--- src/rtl/psq_pkg.sv ---
package psq_pkg;

    typedef enum logic [1:0] {
        SEQ_IDLE = 2'd0,
        SEQ_PRE  = 2'd1,
        SEQ_POST = 2'd2
    } seq_state_t;

endpackage

--- src/rtl/psq_wait_timer.sv ---
// Single-shot down counter: expired_o is high in the LEN-th cycle after start_i.
module psq_wait_timer #(
    parameter int unsigned LEN = 4
) (
    input  logic clk,
    input  logic rst_n,
    input  logic start_i,
    output logic expired_o
);
    localparam int unsigned CW = (LEN > 1) ? $clog2(LEN) : 1;
    localparam logic [CW-1:0] LOAD = CW'(LEN - 1);

    logic [CW-1:0] cnt_q;
    logic          run_q;

    always_ff @(posedge clk or negedge rst_n) begin
        if (!rst_n) begin
            cnt_q <= '0;
            run_q <= 1'b0;
        end else if (start_i) begin
            cnt_q <= LOAD;
            run_q <= 1'b1;
        end else if (run_q) begin
            if (cnt_q == '0) begin
                run_q <= 1'b0;
            end else begin
                cnt_q <= cnt_q - 1'b1;
            end
        end
    end

    assign expired_o = run_q && (cnt_q == '0);

endmodule

--- src/rtl/psq_pend_hold.sv ---
// Holds a disable request seen during a sequence until the idle state takes it.
module psq_pend_hold (
    input  logic clk,
    input  logic rst_n,
    input  logic set_i,
    input  logic clr_i,
    output logic pend_o
);
    always_ff @(posedge clk or negedge rst_n) begin
        if (!rst_n) begin
            pend_o <= 1'b0;
        end else if (clr_i) begin
            pend_o <= 1'b0;
        end else if (set_i) begin
            pend_o <= 1'b1;
        end
    end
endmodule

--- src/rtl/periph_power_seq.sv ---
module periph_power_seq
    import psq_pkg::*;
#(
    parameter bit          HAS_RESET = 1'b1,
    parameter int unsigned PRE_CYC   = 20000,
    parameter int unsigned POST_CYC  = 2000000
) (
    input  logic clk,
    input  logic rst_n,
    input  logic enable_req_i,
    input  logic disable_req_i,
    output logic clk_en_o,
    output logic periph_rst_o,
    output logic busy_o,
    output logic done_o,
    output logic enabled_o
);
    localparam logic RST_INIT = HAS_RESET;

    seq_state_t state_q, state_d;
    logic clk_en_q, prst_q, done_q;
    logic pend_dis;
    logic pre_exp, post_exp;
    logic in_idle, take_dis, take_en, is_on, run_seq;
    logic pre_start, post_start, seq_end;

    assign in_idle    = (state_q == SEQ_IDLE);
    assign is_on      = clk_en_q && !prst_q;
    assign take_dis   = in_idle && (disable_req_i || pend_dis);
    assign take_en    = in_idle && !take_dis && enable_req_i;
    assign run_seq    = take_en && !is_on && HAS_RESET;
    assign pre_start  = run_seq;
    assign post_start = (state_q == SEQ_PRE) && pre_exp;
    assign seq_end    = (state_q == SEQ_POST) && post_exp;

    psq_pend_hold u_pend (
        .clk    (clk),
        .rst_n  (rst_n),
        .set_i  (!in_idle && disable_req_i),
        .clr_i  (take_dis),
        .pend_o (pend_dis)
    );

    generate
        if (HAS_RESET) begin : g_timers
            psq_wait_timer #(.LEN(PRE_CYC)) u_pre (
                .clk       (clk),
                .rst_n     (rst_n),
                .start_i   (pre_start),
                .expired_o (pre_exp)
            );
            psq_wait_timer #(.LEN(POST_CYC)) u_post (
                .clk       (clk),
                .rst_n     (rst_n),
                .start_i   (post_start),
                .expired_o (post_exp)
            );
        end else begin : g_no_timers
            assign pre_exp  = 1'b0;
            assign post_exp = 1'b0;
        end
    endgenerate

    // Next-state logic
    always_comb begin
        state_d = state_q;
        unique case (state_q)
            SEQ_IDLE: if (run_seq)    state_d = SEQ_PRE;
            SEQ_PRE:  if (post_start) state_d = SEQ_POST;
            SEQ_POST: if (seq_end)    state_d = SEQ_IDLE;
            default:                  state_d = SEQ_IDLE;
        endcase
    end

    // State register
    always_ff @(posedge clk or negedge rst_n) begin
        if (!rst_n) state_q <= SEQ_IDLE;
        else        state_q <= state_d;
    end

    // Output registers
    always_ff @(posedge clk or negedge rst_n) begin
        if (!rst_n) begin
            clk_en_q <= 1'b0;
            prst_q   <= RST_INIT;
            done_q   <= 1'b0;
        end else begin
            done_q <= 1'b0;
            unique case (state_q)
                SEQ_IDLE: begin
                    if (take_dis) begin
                        clk_en_q <= 1'b0;
                        done_q   <= 1'b1;
                    end else if (take_en) begin
                        if (is_on) begin
                            done_q <= 1'b1;
                        end else if (HAS_RESET) begin
                            prst_q <= 1'b1;
                        end else begin
                            clk_en_q <= 1'b1;
                            done_q   <= 1'b1;
                        end
                    end
                end
                SEQ_PRE: begin
                    if (post_start) clk_en_q <= 1'b1;
                end
                SEQ_POST: begin
                    if (seq_end) begin
                        prst_q <= 1'b0;
                        done_q <= 1'b1;
                    end
                end
                default: ;
            endcase
        end
    end

    assign clk_en_o     = clk_en_q;
    assign periph_rst_o = prst_q;
    assign busy_o       = !in_idle;
    assign done_o       = done_q;
    assign enabled_o    = clk_en_q && !prst_q;

endmodule

--- config.mk ---
export PLATFORM = sky130hd
export DESIGN_NAME = periph_power_seq
export DESIGN_NICKNAME = d
export VERILOG_FILES = /design/src/rtl/psq_pkg.sv /design/src/rtl/psq_wait_timer.sv /design/src/rtl/psq_pend_hold.sv /design/src/rtl/periph_power_seq.sv
export SDC_FILE = /design/constraint.sdc
export NUM_CORES = 1
export LEC_CHECK = 0
export BUFFER_PORTS_ARGS = -buffer_cell sky130_fd_sc_hd__buf_2
export CORE_UTILIZATION = 55
export CTS_CLUSTER_DIAMETER = 150
export DETAILED_ROUTE_END_ITERATION = 16
export PLACE_DENSITY_LB_ADDON = 0.15
export SYNTH_ARGS = -nofsm -noshare
export SYNTH_HDL_FRONTEND = slang
export SYNTH_HIERARCHICAL = 1
export SYNTH_SLANG_ARGS = --single-unit
--- constraint.sdc ---
create_clock -name clk -period 2.4 [get_ports clk]
set_clock_uncertainty 0.1 [all_clocks]
set_input_delay 0.12 -clock clk [delete_from_list [all_inputs] [get_ports clk]]
set_output_delay 0.12 -clock clk [all_outputs]
set_load 0.01 [all_outputs]
### Word level (Yosys, flattened, before mapping)

Cells that the tools add are included.

| storage, ports and cells | value |
|---|---|
| input port bits | 4 |
| register bits | 44 |
| bits in read-only memories | 0 |
| latch bits | 0 |
| bits in writable memories | 0 |
| output and inout port bits | 5 |
| word-level logic and storage cells | 81 |
| memories kept | 0 |

| operators by class | value |
|---|---|
| reductions and logical operators | 28 |
| bitwise gates (word level) | 0 |
| eq/ne operators | 11 |
| magnitude comparators | 0 |
| shifts and indexed selects | 0 |
| multiply operators | 0 |
| $add $sub $neg | 2 |
| mux-type cells | 31 |
| divide/modulo/power cells | 0 |

Operators by type and width:

| operator | count |
|---|---|
| 21-bit two-way mux | 3 |
| 15-bit two-way mux | 3 |
| 21-bit logical NOT | 1 |
| 21-bit by 1-bit subtractor with 21-bit output, second input constant | 1 |
| 1-bit two-way mux | 18 |
| 15-bit logical NOT | 1 |
| 15-bit by 1-bit subtractor with 15-bit output, second input constant | 1 |
| 2-bit by 1-bit != test with 1-bit output, second input constant | 6 |
| 1-bit logical AND | 10 |
| 2-bit nonzero test | 5 |
| 2-bit two-way mux | 3 |
| 2-bit != test, second input constant | 3 |
| 1-bit one-hot mux with 2 select lines | 3 |
| 2-bit one-hot mux with 3 select lines | 1 |
| 3-bit AND reduction | 2 |
| 5-bit AND reduction | 1 |
| 1-bit logical NOT | 4 |
| 2-bit AND reduction | 2 |
| 2-bit by 1-bit equality test with 1-bit output, second input constant | 1 |
| 2-bit equality test, second input constant | 1 |
| 2-bit logical NOT | 1 |
| 1-bit logical OR | 1 |

### Longest topological paths before layout

| logic depth | value |
|---|---|
| depth after elaboration | 8 |
| depth in mapped cells | 10 |
| depth with buffers taken out | 9 |

### Cells and area by module

Netlist, hierarchy kept.

Modules (own cells, without submodules):

| module | cells an instance | sequential area each (um2) | times used | area an instance (um2) |
|---|---|---|---|---|
| psq_wait_timer at g_timers.u_post | 123 | 550.5 | 1 | 1,236.2 |
| psq_wait_timer at g_timers.u_pre | 91 | 400.4 | 1 | 907.1 |
| periph_power_seq | 27 | 126.4 | 1 | 250.2 |
| psq_pend_hold | 2 | 25.0 | 1 | 35.0 |

### Worst setup path after synthesis

OpenSTA, ideal clock, no wires.

| timing | value |
|---|---|
| path kind | register to register |
| from | register g_timers.u_pre.cnt_q[7] |
| to | register g_timers.u_post.cnt_q[1] |
| buffers on the path | 3 |
| clock period less this slack | 2.632 ns |
| cell stages (with the launch flop) | 11 |
| data arrival time | 2.455 ns |
| library setup time | 0.077 ns |
| data required time | 2.223 ns |
| path slack | -0.232 ns |
| cells stage by stage | dfrtp_1 -> or4_4 -> buf_6 -> nor4_2 -> and3_1 -> nand3b_1 -> inv_1 -> clkbuf_1 -> clkbuf_1 -> nor2_1 -> a21oi_1 |

| on the way | value |
|---|---|
| longest elaborated chain between the ends | 5 |
| elaborated cells between the ends (all ways) | 7 |
| classes of those cells | eq/ne: 1; mux: 1; reduce/logical: 5 |

RTL lines:

| item | line | RTL |
|---|---|---|
| from (decl) | psq_wait_timer.sv:13 | `logic [CW-1:0] cnt_q;` |
| from (signal assigned) | psq_wait_timer.sv:27 | `cnt_q <= cnt_q - 1'b1;` |
| 15-bit logical NOT * | psq_wait_timer.sv:32 | `assign expired_o = run_q && (cnt_q == '0);` |
| 1-bit logical AND * | psq_wait_timer.sv:32 |  |
| net pre_exp | periph_power_seq.sv:23 | `logic pre_exp, post_exp;` |
| 1-bit logical AND * | periph_power_seq.sv:33 | `assign post_start = (state_q == SEQ_PRE) && pre_exp;` |
| net post_start | periph_power_seq.sv:25 | `logic pre_start, post_start, seq_end;` |
| 2-bit by 1-bit != test with 1-bit output (no source line) or 2-bit nonzero test (tied branches) | - |  |
| 2-bit AND reduction (no source line) | - |  |
| to (signal assigned) | psq_wait_timer.sv:27 |  |
| to (decl) | psq_wait_timer.sv:13 |  |

The timed path passes the listed nets; every way through them passes the cells marked *.
A chain may end at the register's enable or synchronous reset.

### Worst setup path in the final report

| timing | value |
|---|---|
| from | register g_timers.u_post.cnt_q[1] |
| to | register g_timers.u_post.cnt_q[8] |

| on the way | value |
|---|---|
| longest elaborated chain between the ends | 4 |
| elaborated cells between the ends (all ways) | 7 |
| classes of those cells | add/sub: 1; eq/ne: 1; mux: 3; reduce/logical: 2 |

RTL lines:

| item | line | RTL |
|---|---|---|
| 21-bit by 1-bit subtractor with 21-bit output | psq_wait_timer.sv:27 |  |
| 21-bit two-way mux | psq_wait_timer.sv:24 | `if (cnt_q == '0) begin` |
| 21-bit two-way mux | psq_wait_timer.sv:23 | `end else if (run_q) begin` |
| 21-bit two-way mux | psq_wait_timer.sv:20 | `end else if (start_i) begin` |

Parallel ways exist; a longest one is shown, timed or not. The select of a mux whose other input is x is not followed.

==> qor_table.md <==
| Stage | Item | This run |
|:---|:---|:---|
| run status | Status | completed |
| synthesis | FFs w/ async S/R, synth | 100% |
| route | DRT Wirelength | 5020 um |
| synthesis | Cell area after technology mapping | 0.00243 sq mm |
| global routing | Remaining global-route overflow | 0 |
| hold path | Hold path start | disable_req_i |
| route | M1 WL | 2600 um |
| route | Avg Vias per Cell | 5.84 |
| route | Wire length per cell after detailed routing | 15.0 um |
| finish | Top library cells by usage in the layout, fill and taps aside | 43 x dfrtp_1, 28 x nor2_1, 28 x buf_4 |
| timing | Min cycle time layout | 2.36 ns |
| route | Topmost layer with routed signal wires | met4 |
| worst setup path | Startpoint of the worst setup timing path | g_timers.u_post/cnt_q[1] |
| clock tree | Cts bufs inserted | 5 |
| clock tree | # clock sinks | 44 |
| route | Met2 WL | 2200 um |
| route | Metal3 WL | 145 um |
| route | Detailed Routing Iterations Pass 1 | 4 |
| floorplan | Rows | 23 |
| floorplan | Die Ht | 68.5 um |
| route | Initial DRC Count | 115 |
| floorplan | Die Area | 0.00469 sq mm |
| floorplan | # IOs | 9 |
| synthesis | Number of distinct library cells after synthesis | 54 |
| finish | Area growth from synthesis to final layout | 19.2% |
| worst setup path | Arrival time at the worst endpoint | 2.45 ns |
| hold path | Worst hold path type | in -> reg |
| power | Peak ir drop on the vdd network | 0.000287 V |
| placement | # port buffers | 8 |
| global routing | First-pass GRT wire length | 8310 um |
| finish | Fill cells | 331 |
| global routing | Total global-route track usage | 24.4% |
| synthesis | Synthesis-stage register bit count | 44 |
| clock tree | Clock transition at the registers of the reported paths | 0.08 ns |
| worst setup path | Data required time at the worst endpoint | 2.49 ns |
| clock tree | Cell chosen for the clock root | clkbuf_8 |
| timing | Share of the cycle needed by the critical path after routing | 98.4% |
| worst setup path | Launch point of the worst reg-to-reg path | g_timers.u_post/cnt_q[1] |
| clock tree | TritonCTS clock tree | done |
| synthesis | Mapped Cells | 243 |
| floorplan | Core area | 0.00412 sq mm |
| route | Total DRC errors in the routed layout | 0 |
| timing | Setup violation total in the final timing report | 0 |
| clock tree | Maximum buffer depth of the clock tree | 2 |
| finish | Layout Nets | 290 |
| global routing | Pin count of the biggest net entering global routing | 31 |
| placement | Post-DP HPWL | 3590 um |
| finish | Final Cell Area | 0.00289 sq mm |
| worst setup path | Nature of the critical path endpoint | register |
| flow run | Max-cap violations | 0 |
| clock tree | H-Tree Depth | 2 |
| timing | Worst max-slew margin expressed relative to the limit | 62.5% |
| timing | Final sum of negative setup slack | 0 ns |
| worst setup path | Highest fanout seen on the critical path | 6 |
| synthesis | Synth Warn # | 6 |
| worst setup path | Worst Setup Start Kind | register |
| synthesis | Syn Area/Cell | 9.99 sq um |
| placement | Placed cell area | 0.00273 sq mm |
| worst setup path | Critical Setup Path Class | reg -> reg |
| finish | Leading cell type in the layout, fill and taps excluded | dfrtp_1 |
| synthesis | Number of enable-type register cells in the synthesized netlist | 0 |
| synthesis | Share of synthesized area occupied by flip-flops and latches | 45.4% |
| timing | Max Transition Viols Final | 0 |
| power | Static leakage power | 1.28 nW |
| global routing | Number of antenna violations at the first check in global routing | 0 |
| timing | Maximum clock frequency | 0.423 GHz |
| finish | Layout cell share with drive strength beyond 1 | 25.4% |
| floorplan | Die width | 68.5 um |
| route | Total number of vias | 1951 |
| floorplan | Effective utilization at floorplan | 59.0% |
| synthesis | Net Count, Synth | 250 |
| synthesis | Dominant register cell in the synthesized netlist | dfrtp_1 |
| finish | Number of antenna cells inserted | 0 |
| timing | Measured slew at the worst slew-check pin | 0.558 ns |
| clock tree | Worst-skew pair later-pin latency | 0.30 ns |
| timing | Number of endpoints with negative hold slack in the final report | 0 |
| placement | Routability Congestion | 0.782 |
| global routing | Vias in the first global route | 1747 |
| timing | Setup repair after global routing missed its margin | yes |
| route | Final ANT Viol Nets | 0 |
| power | Final Total Pwr | 1.27 mW |
| power | PwrDens | 439 mW/mm^2 |
## routing by layer
layer / global-route usage [%] / vias to the layer above
met5: 0 / -
met4: 9.38 / 0
met3: 4.00 / 8
met2: 35.5 / 34
met1: 35.9 / 929
li1: - / 980
## area by class of cell
cell class / count / area, sq um / share of cell area [%]
clock buffer: 8 / 100 / 3.46
timing repair buffer: 39 / 292 / 10.1
multi-input combinational: 184 / 1300 / 45.0
inverter: 9 / 33.8 / 1.17
sequential: 44 / 1100 / 38.1
tap: 50 / 62.6 / 2.16
## final timing paths
kind	endpoint	slack [ns]	cells past startpoint
setup / recovery	g_timers.u_post/cnt_q[8]	0.04	7
min in group asynchronous	g_timers.u_pre/cnt_q[11]	0.15	2
hold / removal	done_o	0.02	3
setup reg to reg	g_timers.u_post/cnt_q[8]	0.04	7
hold reg to reg	periph_rst_o	0.40	1
max in group asynchronous	g_timers.u_post/cnt_q[11]	1.34	3
## registers in the layout, indices dropped and copies added (netlist names)
name                   count
g_timers.u_pre/cnt_q      15
g_timers.u_pre/run_q       1
done_o                     1
u_pend/pend_o              1
state_q                    2
periph_rst_o               1
g_timers.u_post/run_q      1
clk_en_o                   1
g_timers.u_post/cnt_q     21
## worst max-delay path: stages, from the launching register on
cell	delay [ns]
dfrtp_1	0.40
inv_2	0.09
ha_4	0.13
or4b_4	0.45
or4_4	0.49
o2111ai_4	0.25
nor4_4	0.05
mux2_1	0.30
## cells in the mapped netlist, types with 3 or more instances
| cell type | number | area, sq um |
|---|---|---|
| nand3b_1 | 3 | 22.5 |
| mux2i_1 | 3 | 30.0 |
| clkbuf_1 | 4 | 15.0 |
| nor2b_1 | 5 | 31.3 |
| or3b_2 | 3 | 26.3 |
| or4_4 | 3 | 33.8 |
| xnor2_1 | 6 | 52.6 |
| xor2_1 | 4 | 35.0 |
| o21ai_0 | 11 | 55.1 |
| nor2_1 | 28 | 105 |
| nand2_1 | 12 | 45.0 |
| or3_1 | 7 | 43.8 |
| o31ai_1 | 6 | 45.0 |
| ha_1 | 3 | 37.5 |
| nor4_1 | 12 | 75.1 |
| nand2b_1 | 10 | 62.6 |
| nand3_1 | 4 | 20.0 |
| inv_1 | 9 | 33.8 |
| nor3_1 | 6 | 30.0 |
| or4_1 | 6 | 45.0 |
| a211oi_1 | 3 | 22.5 |
| o211ai_1 | 3 | 22.5 |
| dfrtp_1 | 43 | 1080 |
| a21oi_1 | 9 | 45.0 |
## through the flow
stage / hold slack, ns / setup WS [ns] / instances / utilization (%)
global route: 0.0187 / -0.0202 / 334 / 70.3
detailed placement: -0.0571 / 0.0402 / 322 / 66.4
global placement: -0.0564 / 0.0580 / 322 / 66.4
CTS: 0.0137 / 0.0334 / 331 / 69.1
finish: 0.0166 / 0.0379 / 334 / 70.3
floorplan: -0.276 / -0.00288 / 243 / -
## cells by family after synthesis
group | share of synthesized area [%]
compound gates | 13.7
buf+inv | 2.94
xor+xnor | 3.61
simple gates | 30.7
fa+ha+maj | 1.55
flops | 45.4
mux | 2.16
## report_power, final
group	total [mW]	internal [mW]	leakage (nW)	switching, mW
combinational	0.0206	0.00435	0.686	0.0163
sequential	0.741	0.741	0.539	0.0000000000000000759
clock	0.508	0.263	0.0515	0.245
## what timing repair did
action | 4_1_cts | 5_1_grt
setup endpoints to repair | 0 | 7
hold endpoints to repair | 14 | 0
gates resized for setup | 0 | 6
buffers inserted | 0 | 3
hold buffers | 1 | 0
(Power assumes the default switching activity.)
